## config.mk

```make
export PLATFORM = sky130hd
export DESIGN_NAME = rst_ctrl_cause
export DESIGN_NICKNAME = d
export VERILOG_FILES = /design/src/rtl/rcc_pkg.sv /design/src/rtl/rcc_flags.sv /design/src/rtl/rcc_hrst_pulse.sv /design/src/rtl/rst_ctrl_cause.sv
export SDC_FILE = /design/constraint.sdc
export NUM_CORES = 1
export LEC_CHECK = 0
export BUFFER_PORTS_ARGS = -buffer_cell sky130_fd_sc_hd__buf_4
export CAP_MARGIN = 20
export CORE_ASPECT_RATIO = 1.5
export CORE_MARGIN = 3
export CORE_UTILIZATION = 30
export DETAILED_ROUTE_END_ITERATION = 6
export PLACE_DENSITY = 0.6
export SYNTH_ARGS = -nofsm -noshare
export SYNTH_HDL_FRONTEND = slang
export SYNTH_SLANG_ARGS = --single-unit
```

## constraint.sdc

```tcl
create_clock -name clk -period 1.75 [get_ports clk]
set_input_delay 0.35 -clock clk [delete_from_list [all_inputs] [get_ports clk]]
set_output_delay 0.35 -clock clk [all_outputs]
set_load 0.01 [all_outputs]
```

## src/rtl/rcc_pkg.sv

```systemverilog
package rcc_pkg;
  localparam int REG_W    = 16;
  localparam int NFLAG    = 5;
  localparam int B_ORDER  = 15;
  localparam int B_HRST   = 11;
  localparam int B_CPU    = 10;
  localparam int F_POR    = 0;
  localparam int F_SWR    = 1;
  localparam int F_WDT    = 2;
  localparam int F_STBY   = 3;
  localparam int F_SUSP   = 4;
  localparam logic [NFLAG-1:0] FLAG_RST = 5'b00001;
endpackage

```

## src/rtl/rcc_flags.sv

```systemverilog
module rcc_flags #(
  parameter int NF = 5,
  parameter logic [NF-1:0] RST_VAL = '0
) (
  input  logic          clk,
  input  logic          rst,
  input  logic [NF-1:0] set,
  input  logic [NF-1:0] clr,
  output logic [NF-1:0] flags
);
  for (genvar i = 0; i < NF; i++) begin : g_bit
    always_ff @(posedge clk) begin
      if (rst)         flags[i] <= RST_VAL[i];
      else if (set[i]) flags[i] <= 1'b1;
      else if (clr[i]) flags[i] <= 1'b0;
    end
  end

  // reset leaves the power-on pattern
  a_r11_reset_pattern: assert property (@(posedge clk) disable iff (rst)
    $past(rst) |-> flags == RST_VAL);
  // a set wins over everything
  a_r10_set_wins: assert property (@(posedge clk) disable iff (rst)
    (set != '0) |=> ((flags & $past(set)) == $past(set)));
  // a clear without a set lands
  a_r9_clear: assert property (@(posedge clk) disable iff (rst)
    ((clr & ~set) != '0) |=> ((flags & $past(clr & ~set)) == '0));
  // no set and no clear keeps every flag
  a_r11_hold: assert property (@(posedge clk) disable iff (rst)
    (set == '0 && clr == '0) |=> $stable(flags));
endmodule

```

## src/rtl/rcc_hrst_pulse.sv

```systemverilog
module rcc_hrst_pulse #(
  parameter int LEN = 8
) (
  input  logic clk,
  input  logic rst,
  input  logic start,
  output logic req
);
  localparam int CW = $clog2(LEN + 1);
  localparam logic [CW-1:0] LOAD = CW'(LEN - 1);

  logic [CW-1:0] cnt;

  always_ff @(posedge clk) begin
    if (rst) begin
      req <= 1'b0;
      cnt <= '0;
    end else if (start) begin
      req <= 1'b1;
      cnt <= LOAD;
    end else if (cnt != '0) begin
      cnt <= cnt - 1'b1;
    end else begin
      req <= 1'b0;
    end
  end

  // checker: consecutive high cycles of req
  logic [CW-1:0] hi_len;
  always_ff @(posedge clk) begin
    if (rst)      hi_len <= '0;
    else if (req) hi_len <= hi_len + 1'b1;
    else          hi_len <= '0;
  end

  // pulse lasts exactly LEN cycles
  a_r4_pulse_len: assert property (@(posedge clk) disable iff (rst)
    $fell(req) |-> hi_len == CW'(LEN));
  // start while idle always raises the request
  a_r4_start_raises: assert property (@(posedge clk) disable iff (rst)
    start |=> req);
endmodule

```

## src/rtl/rst_ctrl_cause.sv

```systemverilog
module rst_ctrl_cause
  import rcc_pkg::*;
#(
  parameter int HRST_CYCLES = 8
) (
  input  logic              clk,
  input  logic              rst,
  input  logic              bus_wr,
  input  logic [REG_W-1:0]  bus_wdata,
  output logic [REG_W-1:0]  bus_rdata,
  input  logic              ev_wdt_rst,
  input  logic              ev_wake_stby,
  input  logic              ev_wake_susp,
  output logic              big_endian,
  output logic              cpu_rst_n,
  output logic              hard_rst_req
);
  logic             wr_ok;
  logic             sw_hrst;
  logic             ctl_reset;
  logic [NFLAG-1:0] flag_set;
  logic [NFLAG-1:0] flag_clr;
  logic [NFLAG-1:0] flags;
  logic             unused_wbits;

  assign unused_wbits = ^{bus_wdata[14:12], bus_wdata[9:5]};

  // writes are dropped during a hard-reset pulse or a watchdog reset
  assign wr_ok     = bus_wr && !hard_rst_req && !ev_wdt_rst;
  assign sw_hrst   = wr_ok && !bus_wdata[B_HRST];
  assign ctl_reset = sw_hrst || ev_wdt_rst;

  always_comb begin
    flag_set         = '0;
    flag_set[F_SWR]  = sw_hrst;
    flag_set[F_WDT]  = ev_wdt_rst;
    flag_set[F_STBY] = ev_wake_stby;
    flag_set[F_SUSP] = ev_wake_susp;
    flag_clr         = (wr_ok && !sw_hrst) ? ~bus_wdata[NFLAG-1:0] : '0;
  end

  rcc_flags #(.NF(NFLAG), .RST_VAL(FLAG_RST)) u_flags (
    .clk   (clk),
    .rst   (rst),
    .set   (flag_set),
    .clr   (flag_clr),
    .flags (flags)
  );

  rcc_hrst_pulse #(.LEN(HRST_CYCLES)) u_pulse (
    .clk   (clk),
    .rst   (rst),
    .start (sw_hrst),
    .req   (hard_rst_req)
  );

  always_ff @(posedge clk) begin
    if (rst || ctl_reset) begin
      big_endian <= 1'b0;
      cpu_rst_n  <= 1'b1;
    end else if (wr_ok) begin
      big_endian <= bus_wdata[B_ORDER];
      cpu_rst_n  <= bus_wdata[B_CPU];
    end
  end

  always_comb begin
    bus_rdata              = '0;
    bus_rdata[B_ORDER]     = big_endian;
    bus_rdata[B_HRST]      = 1'b1;
    bus_rdata[B_CPU]       = cpu_rst_n;
    bus_rdata[NFLAG-1:0]   = flags;
  end

  // CPU reset is held by level
  a_r3_cpu_level: assert property (@(posedge clk) disable iff (rst)
    (!wr_ok && !ctl_reset) |=> $stable(cpu_rst_n));
  // a software hard reset sets its flag and restores control
  a_r5_swr_effect: assert property (@(posedge clk) disable iff (rst)
    $rose(hard_rst_req) |-> (flags[F_SWR] && !big_endian && cpu_rst_n));
  // writes during the pulse change nothing
  a_r6_busy_ignore: assert property (@(posedge clk) disable iff (rst)
    (hard_rst_req && !ev_wdt_rst) |=> ($stable(big_endian) && $stable(cpu_rst_n)));
  // watchdog restores control bits
  a_r8_wdt_ctl: assert property (@(posedge clk) disable iff (rst)
    ev_wdt_rst |=> (!big_endian && cpu_rst_n && flags[F_WDT]));
endmodule

```

==> results.cfg, run 1 <==
[status]
status = complete, no violations

[pwr]
power.total_uw = 889.2
power.density_nw_per_um2 = 1159
intPower_uw = 608.8
seq_power_share_pct = 41.0
p_switching_uw = 280.4
peakVddDrop_mv = 0.5983
clkPwrFrac_pct = 18.7
p_leak_nw = 0.3569
p_comb_share_pct = 40.3
swShare_pct = 31.54

[drt]
vias = 503
first_iter_violations = 0
wl_per_cell_um = 10.48
via_per_inst = 4.532
drtAntennaViolNets = 0
drc = 0
drt-total-wl_um = 1163
dr.pass1.iters = 1

[floorplan]
start_util_pct = 32.25
io_pins = 41
num_rows = 19
dieArea_sq_um = 2605
die_h_um = 61.03
core_sq_um = 1878
fp.dieW_um = 42.69

[sta]
final_max_slew_viol_count = 0
tightest_slew_ps = 524.5
setup_viol = 0
fin_crit_sh_pct = 84.79
slew_headroom_pct = 64.54
rsz0062_at_grt = false
hold_violations = 0
setup-tns-final_ps = 0
skew_ps = 2.598
max_freq_mhz = 673.9
fin_crit_ps = 1484

[setup_path]
rr_worst_depth = 5
path_class = flip-flop to flip-flop
required_ps = 1960
r2r_slack_ps = 270
setup.worst_path.start_class = flip-flop
r2r_start = u_pulse.cnt[0]
cp.arrival_ps = 1690
cp_max_fo = 4
endpoint_kind = flip-flop
r2r_end = u_pulse.cnt[1]

[layout]
layoutNonFillerInstCount = 111
layout_commonest_cell = buf_4
fill_cells = 206
drive_gt1_share_pct = 33.33
n_antenna_cell = 0
finalNetCount = 116
area_growth_pct = 26.65
finish.instance_area_sq_um = 767.0
final_cell_mix = buf_4, dfxtp_1, conb_1, nor2_1, a21oi_1

[global_routing]
gr-total-overflow = 0
grt_pass1_wl_um = 2083
grt_max_degree = 12
grt_pass1_vias = 492
antenna_found_initial = 0
gr-usage-all-layers_pct = 10.36

[synthesis]
yosys.cell_types.count = 24
ys_seq_elements = 12
synth_edf_count = 0
synthArstFlopShare_pct = 0
syn_inst = 69
synthesis.area_sq_um = 605.6
ys_warn_count = 0
syn_avg_cell_area_sq_um = 8.777
ys_seq_area_share_pct = 39.67
ys.flop_type = dfxtp_1

[run]
cap_violations = 0

[min_path]
hold_class = input pin to flip-flop
worstHoldPathCells = 2
min_from = rst
min_delay_worst_endpoint = u_pulse.cnt[1]

[clock_tree]
cts_sinks = 12
cts_resized = 0
root_buffer = clkbuf_4
cts_tree = done
clock_tree.buffer_depth = 2
cts-htree-levels = 1
clk_latency_ps = 270
cts_hold_buffers = 0
clkTransAtPathRegs_ps = 70
post-cts-setup-buffers = 0
cts_buffers = 3

[placed_design]
dp.cells = 108
dp_hpwl_um = 954.4
routabilityCongestion = 0.6659
port_buffers = 23
placed_area_sq_um = 744.5
-- worst max-delay path by stage --
| stage | from | to | slack, ps |
|---|---|---|---|
| after global routing | u_pulse.cnt[1] | u_pulse.cnt[1] | 160 |
| after global placement | u_pulse.cnt[0] | u_pulse.cnt[1] | 290 |
| after floorplan | u_pulse.cnt[0] | u_pulse.cnt[1] | 340 |
| after CTS | u_pulse.cnt[1] | u_pulse.cnt[1] | 250 |
| after detailed placement | u_pulse.cnt[0] | u_pulse.cnt[1] | 270 |
| final | u_pulse.cnt[0] | u_pulse.cnt[1] | 270 |
-- routing by layer --
metal / vias up / routed length (um) / track usage (%)
li1: 252 / - / -
met1: 231 / 429 / 12.01
met2: 20 / 654 / 17.81
met3: 0 / 79 / 2.339
met4: 0 / 0 / 5.333
met5: - / 0 / 0
-- worst max-delay path, cell delays in order, from the launching register on --
cell and delay, ps:
dfxtp_1 330, inv_1 80, ha_1 160, or3b_4 410
mux2_4 320, a21oi_2 120
-- through the flow --
stage / hold slack (ps) / utilization, % / setup WS (ps)
floorplan: 455.3 / - / 337.4
global placement: 457.9 / 39.64 / 286.8
detailed placement: 474.4 / 39.64 / 271.1
CTS: 304.9 / 40.84 / 250.3
global route: 334.5 / 40.84 / 157.2
finish: 316.2 / 40.84 / 266.1
-- area by class of cell --
| class | instances | area [sq um] | share of cell area, % |
|---|---|---|---|
| timing repair buffer | 23 | 172.7 | 22.51 |
| tap | 21 | 26.28 | 3.426 |
| clock buffer | 3 | 22.52 | 2.936 |
| inverter | 4 | 15.01 | 1.958 |
| multi-input combinational | 48 | 290.3 | 37.85 |
| sequential | 12 | 240.2 | 31.32 |
-- state kept, by name (all words and copies together), names as in the netlist --
register and cells:
big_endian 1, u_pulse.req 1, u_pulse.cnt 4, u_flags.flags 5
cpu_rst_n 1
-- synth_stat cells, types with 2 or more instances --
master	instances	share of area [%]
conb_1	2	1.2
nand2b_1	2	2.1
o21ai_0	5	4.1
dfxtp_1	12	40
nor2_1	7	4.3
ha_1	2	4.1
inv_1	4	2.5
nor3b_1	2	2.5
buf_4	11	14
a21oi_1	6	5.0
nor3_1	3	2.5
-- kinds of logic (layout without fill, tap and decap cells) --
logic type | Yosys count | after routing | synth area share (%)
AND/OR/NAND/NOR | 20 | 20 | 19.42
other | 2 | 9 | 1.240
buffers and inverters | 16 | 30 | 16.73
adder cells (fa/ha/maj) | 2 | 2 | 4.132
AO/OA/AOI/OAI | 13 | 13 | 11.78
XOR/XNOR | 2 | 2 | 2.893
flip-flops | 12 | 12 | 39.67
multiplexers | 2 | 2 | 4.132
-- power by group through the flow --
stage          registers, mW  clock network (mW)  logic [mW]
2_1_floorplan          0.368                   0       0.296
3_3_place_gp           0.370                   0       0.358
3_5_place_dp           0.372                   0       0.363
4_1_cts                0.365               0.175       0.366
5_1_grt                0.374               0.189       0.414
6_report               0.365               0.166       0.358
No activity file was read; power rests on OpenSTA's default activity.
==> run 2: changes to the inputs <==
- clock period: 1.75 -> 1.45 ns (I/O delays scaled with it)
==> run 2 against run 1 <==
Net effect:
- hold slack worse by 59 ps
- sequential power up 21%
- non-clock buffer count up 5
- global-route usage up 0.54 points
==> results.cfg, run 2 (synthesis gave the netlist of run 1 again) <==
[status]
status = complete, no violations

[clock_tree]
root_buffer = clkbuf_4
cts_hold_buffers = 0
cts_sinks = 12
cts_buffers = 3
post-cts-setup-buffers = 0
clk_latency_ps = 260
cts_tree = done
cts-htree-levels = 1
clkTransAtPathRegs_ps = 70
clock_tree.buffer_depth = 2

[sta]
max_freq_mhz = 718.3
fin_crit_ps = 1392
setup_viol = 0
fin_crit_sh_pct = 96.02
skew_ps = 2.351
layout_setup_ws_ps = 57.77
holdWs_ps = 257.5
hold_violations = 0
rsz0062_at_grt = false
setup-tns-final_ps = 0
final_max_slew_viol_count = 0

[placed_design]
placed_area_sq_um = 782.0
port_buffers = 23
dp_hpwl_um = 1029
routabilityCongestion = 0.6615
dp.cells = 113
preCtsSetupSlack_ps = 29.59

[setup_path]
slowest_delay_ps = 380
slowest_stage = or3b_4
cp_top_family = simple AND/OR/NAND/NOR gates
cp.arrival_ps = 1590
path_cells = inv_2 > ha_4 > or3b_4 > mux2_4 > a21oi_2
cp_max_fo = 2
path_class = flip-flop to flip-flop
setup.worst_path.start_class = flip-flop
crit_buf_inv = 1
endpoint_kind = flip-flop
required_ps = 1650

[drt]
drtAntennaViolNets = 0
via_per_inst = 4.466
drt-total-wl_um = 1263
dr.pass1.iters = 4
first_iter_violations = 4
vias = 518
drc = 0
wl_per_cell_um = 10.89

[layout]
layoutNonFillerInstCount = 116
largestRegisters = u_flags.flags (5), u_pulse.cnt (4)
final_cell_mix = buf_4, dfxtp_1, conb_1, nor2_1
area_growth_pct = 37.19
n_antenna_cell = 0
largest_register_ffs = 5
drive_gt1_share_pct = 44.21
final_util_pct = 44.24
regMostFlops = u_flags.flags
finalNetCount = 121
layout_commonest_cell = buf_4
finish.instance_area_sq_um = 830.8

[global_routing]
grt_pass1_vias = 546
antenna_found_initial = 0
grt_max_degree = 12
gr-usage-all-layers_pct = 10.90
grt_pass1_wl_um = 2221
gr-total-overflow = 0

[min_path]
hold_class = input pin to flip-flop

[floorplan]
fp.dieW_um = 42.69
num_rows = 19
dieArea_sq_um = 2605
die_h_um = 61.03
core_sq_um = 1878
io_pins = 41
start_util_pct = 32.25

[run]
cap_violations = 0

[pwr]
p_leak_nw = 0.3883
peakVddDrop_mv = 0.5887
power.density_nw_per_um2 = 1497
power.total_mw = 1.243
==> run 2: final timing paths <==
| check | startpoint | endpoint | slack, ps | cells past startpoint |
|---|---|---|---|---|
| setup / recovery | u_pulse.cnt[1] | u_pulse.cnt[1] | 60 | 5 |
| hold reg to reg | u_flags.flags[4] | u_flags.flags[4] | 470 | 2 |
| hold / removal | rst | u_pulse.cnt[0] | 260 | 2 |
| setup reg to reg | u_pulse.cnt[1] | u_pulse.cnt[1] | 60 | 5 |
==> run 2: final cells by class <==
class                      count  area [sq um]
tap                           21         26.28
clock buffer                   3         22.52
fill                         196          1047
multi-input combinational     48         314.1
timing repair buffer          28         210.2
sequential                    12         242.7
inverter                       4         15.01
==> run 2: layer usage <==
layer,track usage [%],vias to the layer above,part of all wire (%)
met5,0,-,0
met4,4.000,0,0
met3,2.047,0,7.4
met2,20.60,28,57
met1,11.99,229,36
li1,-,261,-
==> run 2: what timing repair did <==
action                                  CTS  global route
endpoints found under the hold margin     0             0
endpoints found under the setup margin    0             4
gates resized for setup                   0             8
==> run 2: power breakdown <==
group / internal, mW / leakage, nW / switching [mW] / total, mW
combinational: 0.354 / 0.275 / 0.253 / 0.606
sequential: 0.399 / 0.0995 / 0.0433 / 0.442
clock: 0.0959 / 0.0138 / 0.0988 / 0.195
total: 0.848 / 0.388 / 0.395 / 1.24
